--- config.mk ---
export PLATFORM = sky130hd
export DESIGN_NAME = iowin_ctrl_dec
export DESIGN_NICKNAME = d
export VERILOG_FILES = /design/src/rtl/iowin_pkg.sv /design/src/rtl/iowin_decode.sv /design/src/rtl/iowin_edge_sync.sv /design/src/rtl/iowin_irq_latch.sv /design/src/rtl/iowin_ctrl_dec.sv
export SDC_FILE = /design/constraint.sdc
export NUM_CORES = 1
export LEC_CHECK = 0
export BUFFER_PORTS_ARGS = -buffer_cell sky130_fd_sc_hd__buf_2
export CAP_MARGIN = 10
export CORE_MARGIN = 4
export CORE_UTILIZATION = 30
export CTS_CLUSTER_DIAMETER = 100
export DETAILED_ROUTE_END_ITERATION = 10
export PLACE_DENSITY = 0.82
export SLEW_MARGIN = 20
export SYNTH_ARGS = -nofsm -noshare
export SYNTH_HDL_FRONTEND = slang
export SYNTH_SLANG_ARGS = --single-unit
export TNS_END_PERCENT = 100
--- constraint.sdc ---
create_clock -name clk -period 0.8 [get_ports clk]
set_input_delay 0.04 -clock clk [delete_from_list [all_inputs] [get_ports clk]]
set_output_delay 0.04 -clock clk [all_outputs]
set_load 0.1 [all_outputs]
--- src/rtl/iowin_pkg.sv ---
// Package: shared offsets and decoded-access type for the I/O window decoder.
// Assumes a 16-byte window with 8-bit data.
package iowin_pkg;
    localparam int AW = 4;
    localparam int DW = 8;
    localparam logic [AW-1:0] OFF_BUF0 = 4'h8;
    localparam logic [AW-1:0] OFF_BUF1 = 4'h9;
    localparam logic [AW-1:0] OFF_IEN  = 4'hB;
    localparam logic [AW-1:0] OFF_CEN  = 4'hD;
    localparam logic [AW-1:0] OFF_ACK  = 4'hF;

    typedef struct packed {
        logic       buf0_wr;
        logic       buf1_wr;
        logic       ien_set;
        logic       ien_clr;
        logic       cen_set;
        logic       cen_clr;
        logic       ack;
        logic [1:0] cs;
    } acc_t;
endpackage

--- src/rtl/iowin_decode.sv ---
// Module: iowin_decode
// Turns one bus access into per-register strobes and group chip selects.
// Assumes rd and wr are single-cycle and are not both high at once.
module iowin_decode
    import iowin_pkg::*;
(
    input  logic [AW-1:0] addr,
    input  logic          rd,
    input  logic          wr,
    output acc_t          acc
);
    logic any;

    // Decode offset and strobe into side-effect pulses.
    always_comb begin
        any          = rd | wr;
        acc.buf0_wr  = wr && (addr == OFF_BUF0);
        acc.buf1_wr  = wr && (addr == OFF_BUF1);
        acc.ien_set  = wr && (addr == OFF_IEN);
        acc.ien_clr  = rd && !wr && (addr == OFF_IEN);
        acc.cen_set  = wr && (addr == OFF_CEN);
        acc.cen_clr  = rd && !wr && (addr == OFF_CEN);
        acc.ack      = wr && (addr == OFF_ACK);
        acc.cs[0]    = any && (addr[3:2] == 2'b00);
        acc.cs[1]    = any && (addr[3:2] == 2'b01);
    end
endmodule

--- src/rtl/iowin_edge_sync.sv ---
// Module: iowin_edge_sync
// Synchronises one asynchronous line through STAGES flops and pulses rise
// for one cycle on each low-to-high change. Assumes STAGES >= 2.
module iowin_edge_sync #(
    parameter int STAGES = 2
) (
    input  logic clk,
    input  logic rst_n,
    input  logic din,
    output logic rise
);
    localparam int W = STAGES + 1;
    logic [W-1:0] sh;

    // Shift the line through the synchroniser plus one history flop.
    always_ff @(posedge clk) begin
        if (!rst_n) sh <= '0;
        else        sh <= {sh[W-2:0], din};
    end

    // Rising edge: newest synchronised sample high, previous low.
    assign rise = sh[W-2] & ~sh[W-1];
endmodule

--- src/rtl/iowin_irq_latch.sv ---
// Module: iowin_irq_latch
// Holds the interrupt enable and one pending flag shared by NSRC sources.
// A qualified edge outranks a same-cycle acknowledge.
module iowin_irq_latch #(
    parameter int NSRC = 2
) (
    input  logic            clk,
    input  logic            rst_n,
    input  logic            en_set,
    input  logic            en_clr,
    input  logic            ack,
    input  logic [NSRC-1:0] rise,
    output logic            pending
);
    logic enabled;

    // Enable flag: write sets it, read clears it.
    always_ff @(posedge clk) begin
        if (!rst_n)      enabled <= 1'b0;
        else if (en_set) enabled <= 1'b1;
        else if (en_clr) enabled <= 1'b0;
    end

    // Pending latch: an enabled edge sets it first, then acknowledge clears it.
    always_ff @(posedge clk) begin
        if (!rst_n)                       pending <= 1'b0;
        else if (enabled && (|rise))      pending <= 1'b1;
        else if (ack)                     pending <= 1'b0;
    end
endmodule

--- src/rtl/iowin_ctrl_dec.sv ---
// Module: iowin_ctrl_dec (top)
// Housekeeping decoder for a 16-byte window beside two port groups:
// chip selects, buffer enables, counter-addressing enable and a shared
// rising-edge interrupt from port C bit TAP_BIT of each group.
// Assumes a synchronous bus with single-cycle rd/wr strobes.
module iowin_ctrl_dec
    import iowin_pkg::*;
#(
    parameter int SYNC_STAGES = 2,
    parameter int TAP_BIT     = 3
) (
    input  logic          clk,
    input  logic          rst_n,
    input  logic [AW-1:0] bus_addr,
    input  logic [DW-1:0] bus_wdata,
    input  logic          bus_rd,
    input  logic          bus_wr,
    output logic [DW-1:0] bus_rdata,
    output logic [1:0]    grp_cs,
    input  logic [DW-1:0] grp0_rdata,
    input  logic [DW-1:0] grp1_rdata,
    input  logic [DW-1:0] grp0_portc,
    input  logic [DW-1:0] grp1_portc,
    output logic [1:0]    buf_en,
    output logic          cnt_addr_en,
    output logic          irq_req
);
    localparam int NGRP = 2;

    acc_t            acc;
    logic [NGRP-1:0] src;
    logic [NGRP-1:0] rise;

    iowin_decode u_dec (
        .addr (bus_addr),
        .rd   (bus_rd),
        .wr   (bus_wr),
        .acc  (acc)
    );

    assign src    = {grp1_portc[TAP_BIT], grp0_portc[TAP_BIT]};
    assign grp_cs = acc.cs;

    for (genvar g = 0; g < NGRP; g++) begin : g_src
        iowin_edge_sync #(.STAGES(SYNC_STAGES)) u_sync (
            .clk   (clk),
            .rst_n (rst_n),
            .din   (src[g]),
            .rise  (rise[g])
        );
    end

    iowin_irq_latch #(.NSRC(NGRP)) u_irq (
        .clk     (clk),
        .rst_n   (rst_n),
        .en_set  (acc.ien_set),
        .en_clr  (acc.ien_clr),
        .ack     (acc.ack),
        .rise    (rise),
        .pending (irq_req)
    );

    // Buffer-enable bits: store write-data bit 0 per group.
    always_ff @(posedge clk) begin
        if (!rst_n) begin
            buf_en <= 2'b00;
        end else begin
            if (acc.buf0_wr) buf_en[0] <= bus_wdata[0];
            if (acc.buf1_wr) buf_en[1] <= bus_wdata[0];
        end
    end

    // Counter-addressing enable: write sets it, read clears it.
    always_ff @(posedge clk) begin
        if (!rst_n)           cnt_addr_en <= 1'b0;
        else if (acc.cen_set) cnt_addr_en <= 1'b1;
        else if (acc.cen_clr) cnt_addr_en <= 1'b0;
    end

    // Read mux: group data, buffer bits, zero elsewhere.
    always_comb begin
        bus_rdata = '0;
        if (bus_rd) begin
            if (acc.cs[0])                 bus_rdata = grp0_rdata;
            else if (acc.cs[1])            bus_rdata = grp1_rdata;
            else if (bus_addr == OFF_BUF0) bus_rdata = {{(DW-1){1'b0}}, buf_en[0]};
            else if (bus_addr == OFF_BUF1) bus_rdata = {{(DW-1){1'b0}}, buf_en[1]};
        end
    end
endmodule

# After elaboration in Yosys (flattened, before gate mapping)
# Cells that the tools add are included.
# word_totals
reg_bits	11
latch_bits	0
mem_bits_rw	0
rom_bits	0
input_bits	48
out_inout_bits	14
elab_cells	46
mem_count	0
# op_classes
addsub	0
multipliers	0
div	0
order_cmp	0
eq_ne	6
shift	0
mux	11
bitwise	5
n_reduce_logical	17
# ops
op	count
2-to-1 mux 8 bit	3
equality test 4 bit (second input constant)	5
logical AND 1 bit	11
2-to-1 mux 1 bit	8
nonzero test 2 bit	3
AND 1 bit	2
equality test 2 x 1 -> 1 bit (second input constant)	1
zero test 2 bit	1
inverter 1 bit	2
OR reduction 2 bit	1
zero test 1 bit	1
OR 1 bit	1

# Depth between registers and ports, before layout
# logic_depth
ltp_word	6
mapped_depth	4
ltp_nobuf	3

# By module
# Synthesis repeated with hierarchy kept, for this count alone.
# unflattened
hier_cells	71
hier_area_um2	648.1
# modules_own_cells
module	instances	cells_each	area_each_um2	seq_area_each_um2
iowin_ctrl_dec	1	35	282.8	60.1
iowin_edge_sync	2	7	92.6	60.1
iowin_decode	1	15	100.1	0.0
iowin_irq_latch	1	7	80.1	40.0

# Worst setup path after synthesis
# Ideal clock, no wire load.
# synth_timing
path_kind	register to output
startpoint	register buf_en[1]
endpoint	output port bus_rdata[0]
arrival_ns	2.121
required_time_ns	0.760
path_slack_ns	-1.361
stages_incl_launch_ff	4
n_path_buf	0
path_cell_list	dfxtp_1 mux2i_1 o22ai_1 o311a_1
# synth_via
elab_chain_cells	5
# synth_rtl
element	line	rtl
start, declared	iowin_ctrl_dec.sv:24	output logic [1:0] buf_en,
start signal, assigned	iowin_ctrl_dec.sv:69	if (acc.buf1_wr) buf_en[1] <= bus_wdata[0];
2-to-1 mux 1 bit	iowin_ctrl_dec.sv:87	else if (bus_addr == OFF_BUF1) bus_rdata = {{(DW-1){1'b0}}, buf_en[1]};
2-to-1 mux 1 bit	iowin_ctrl_dec.sv:86	else if (bus_addr == OFF_BUF0) bus_rdata = {{(DW-1){1'b0}}, buf_en[0]};
2-to-1 mux 8 bit	iowin_ctrl_dec.sv:85	else if (acc.cs[1]) bus_rdata = grp1_rdata;
2-to-1 mux 8 bit	iowin_ctrl_dec.sv:84	if (acc.cs[0]) bus_rdata = grp0_rdata;
2-to-1 mux 8 bit	iowin_ctrl_dec.sv:83	if (bus_rd) begin
end, declared	iowin_ctrl_dec.sv:18	output logic [DW-1:0] bus_rdata,
# No other way between the ends.

# Worst setup path after layout
# Same ends and word-level chain as after synthesis.

==> impl_results.md <==
- Initial drt markers: 7
- Top delay family on crit path: compound AO/OA/AOI/OAI gates
- Top post-synthesis cells by area: dfxtp_1, mux2i_1, and2_1
- Setup total negative slack: -2.08 ns
- Dpl ws: -0.393 ns
- Cell taking the most area after synthesis: dfxtp_1
- CP required: 0.76 ns
- Die area: 2740 µm²
- CTS Buf Count: 3
- Number of I/O pins: 62
- Period Utilization, post-route: 164%
- Crit path time final: 1.31 ns
- Synthesized cell area: 591 µm²
- Crit-path max FO: 2
- Kind of critical path: reg -> out
- Proportion of synthesized area in mux cells: 15.3%
- Die H: 52.4 µm
- Max IR drop VDD: 1520 µV
- Asr flop ratio synth: 0%
- Synth Area in XOR/XNOR: 0%
- Total chip power: 1690 µW
- HP Class: in -> reg
- Post-route DRC: 0
- Critical path depth: 4
- Power per Cell Area: 1160 nW/µm²
- Layout Nets: 175
- TritonCTS clock tree: built
- Flops & latches, synth: 11
- Largest net degree at the start of global routing: 16
- Status: finished, violations left
- Initial antenna violation count: 1
- Final RePlAce weighted congestion: 0.729
- Std cell rows: 15
- DR vias/cell: 4.82
- Synth Area in Adders: 0%
- Final Hold Viols: 0
- R2R Path Start: buf_en[1]$_SDFFE_PN0P_
- RSZ-0062 raised after global routing: yes
- DP HPWL: 1760 µm
- Final setup margin: -0.513 ns
- Slowest CP cell: dfxtp_4
- Max Clock Skew: 0.00458 ns
- GRT Util Overall: 19.6%
- Yosys top cell area share: 37.3%
- Post-synthesis simple-gate area fraction: 26.3%
- Failing checks: negative setup slack
- Synth cell count leaders: dfxtp_1, mux2i_1, nor2_1
- Clk pin slew, worst setup/hold paths: 0.06 ns
- CP bufs+invs: 1
- Ratio of cells with drive above 1 in the final layout: 70.6%
- Leakage Power: 0.000601 µW
- Critical path data arrival time: 1.27 ns
- Hold-critical path depth: 2
- Sequential cell area fraction in the yosys report: 37.3%
- Worst-case clock buffer depth: 2
- Worst path cell trace: mux2i_1, o22ai_2, o311a_4, buf_12
- Synth Area in Compound Gates: 14.6%
- Filler cells: 95
- Clock root buffer: clkbuf_4
- Final ANT Viol Nets: 0
- EDFF count, synth: 0
- Nature of the critical path startpoint: flop
- Hold Startpoint: bus_wdata[0]
- Ys flop type: dfxtp_1
- Initial Util: 32.8%
- Mapped Cells: 68
- Most frequent cell after synthesis: dfxtp_1
- Worst R2R Setup Slack: -0.15 ns
- Number of global-route vias before repair: 830
- PortBufs: 40
- FMAX: 0.762 GHz
- Largest family of logic cells by synthesized area: simple AND/OR/NAND/NOR gates
- Syn Nets: 116
- Syn Area/Cell: 8.68 µm²
- First-pass GRT wire length: 3800 µm
- Synth unique cells: 27
- Max transition margin: 84.6%
- Maxcap violations: 0
- Slew Limit Fails: 0
- Layout area overhead: 145%
- Max incr delay on CP: 0.34 ns
- Die W: 52.4 µm
- Number of synthesis warnings: 0
- Worst-Margin Slew: 0.226 ns
- CP startpoint: buf_en[1]$_SDFFE_PN0P_
- Wire length per cell: 17.0 µm
- CP Capture Type: primary output
- Core area: 1800 µm²
- Routed Wire Length: 2580 µm
- Worst skew pair latency: 0.27 ns
- Final Setup Violations: 16
- Sinks on the clock net: 11
- Overflow after GRT: 0
- R2R depth: 5
- Htree depth: 1
- Vias post-DR: 733
- First-pass DRT Iterations: 3
[layout make-up]
cell class	instances	area [µm²]	area share (%)
repair buffers	58	614	42.4
multi-input cells	49	522	36.0
flip-flops and latches	11	235	16.2
well taps	25	31.3	2.16
clock buffers	4	26.3	1.81
inverters	4	17.5	1.21
diodes	1	2.50	0.173
[cells by family (layout without fill, tap and decap cells)]
logic type             Yosys count  count (layout)
flip-flops                      11              11
AND/OR/NAND/NOR                 28              28
multiplexers                     9               9
buffers and inverters            8              66
other                            0               1
AO/OA/AOI/OAI                   12              12
[cell usage in the layout (no fill, tap or decap), types with 2 or more instances in the layout]
| master | synthesis | layout |
|---|---|---|
| mux2i_1 | 9 | 2 |
| buf_6 | 0 | 9 |
| dfxtp_4 | 0 | 4 |
| dfxtp_1 | 11 | 7 |
| buf_2 | 1 | 24 |
| and2_1 | 6 | 6 |
| buf_12 | 0 | 16 |
| nand2_1 | 5 | 4 |
| clkbuf_4 | 0 | 3 |
| mux2i_4 | 0 | 5 |
| dlygate4sd3_1 | 0 | 2 |
| o21ai_1 | 2 | 2 |
| buf_4 | 2 | 7 |
| mux2i_2 | 0 | 2 |
| nor2_4 | 0 | 9 |
| inv_1 | 3 | 3 |
[where the power goes]
group	switching [µW]	total, µW	internal, µW
logic	417	749	332
registers	7.26	559	552
clock network	186	380	193
[metrics by stage]
step                      utilization (%)  hold slack (ns)  std cells  cell area (µm²)
after floorplan                         -            0.167         68              684
after global placement               65.3            0.244        138             1180
after detailed placement             65.3            0.250        138             1180
after CTS                            76.2           0.0204        150             1370
after global routing                 80.4           0.0213        152             1450
final                                80.4           0.0220        152             1450
[worst paths after layout]
path                                            to
setup / recovery                      bus_rdata[0]
hold / removal              buf_en[1]$_SDFFE_PN0P_
setup reg to reg            buf_en[1]$_SDFFE_PN0P_
hold reg to reg   g_src[1].u_sync.sh[1]$_SDFF_PN0_
[layer usage]
| metal | up-vias | share of wire (%) | track usage, % |
|---|---|---|---|
| li1 | 358 | - | - |
| met1 | 340 | 34 | 18.8 |
| met2 | 25 | 58 | 33.1 |
| met3 | 10 | 2.9 | 5.70 |
| met4 | 0 | 5.7 | 17.9 |
| met5 | - | 0 | 0 |
[sequential cells by signal, indices dropped and copies added, names as in the netlist]
signal	count
g_src.u_sync.sh	6
u_irq.enabled	1
cnt_addr_en	1
buf_en	2
u_irq.pending	1
[what timing repair did]
| item | in CTS | in global routing |
|---|---|---|
| endpoints found under the hold margin | 2 | 0 |
| hold buffers | 2 | 0 |
| gates resized for setup | 24 | 16 |
| endpoints found under the setup margin | 15 | 17 |
| pin swaps | 6 | 5 |
| cloned | 0 | 0 |
| setup buffers | 6 | 4 |
(Power assumes the default switching activity.)
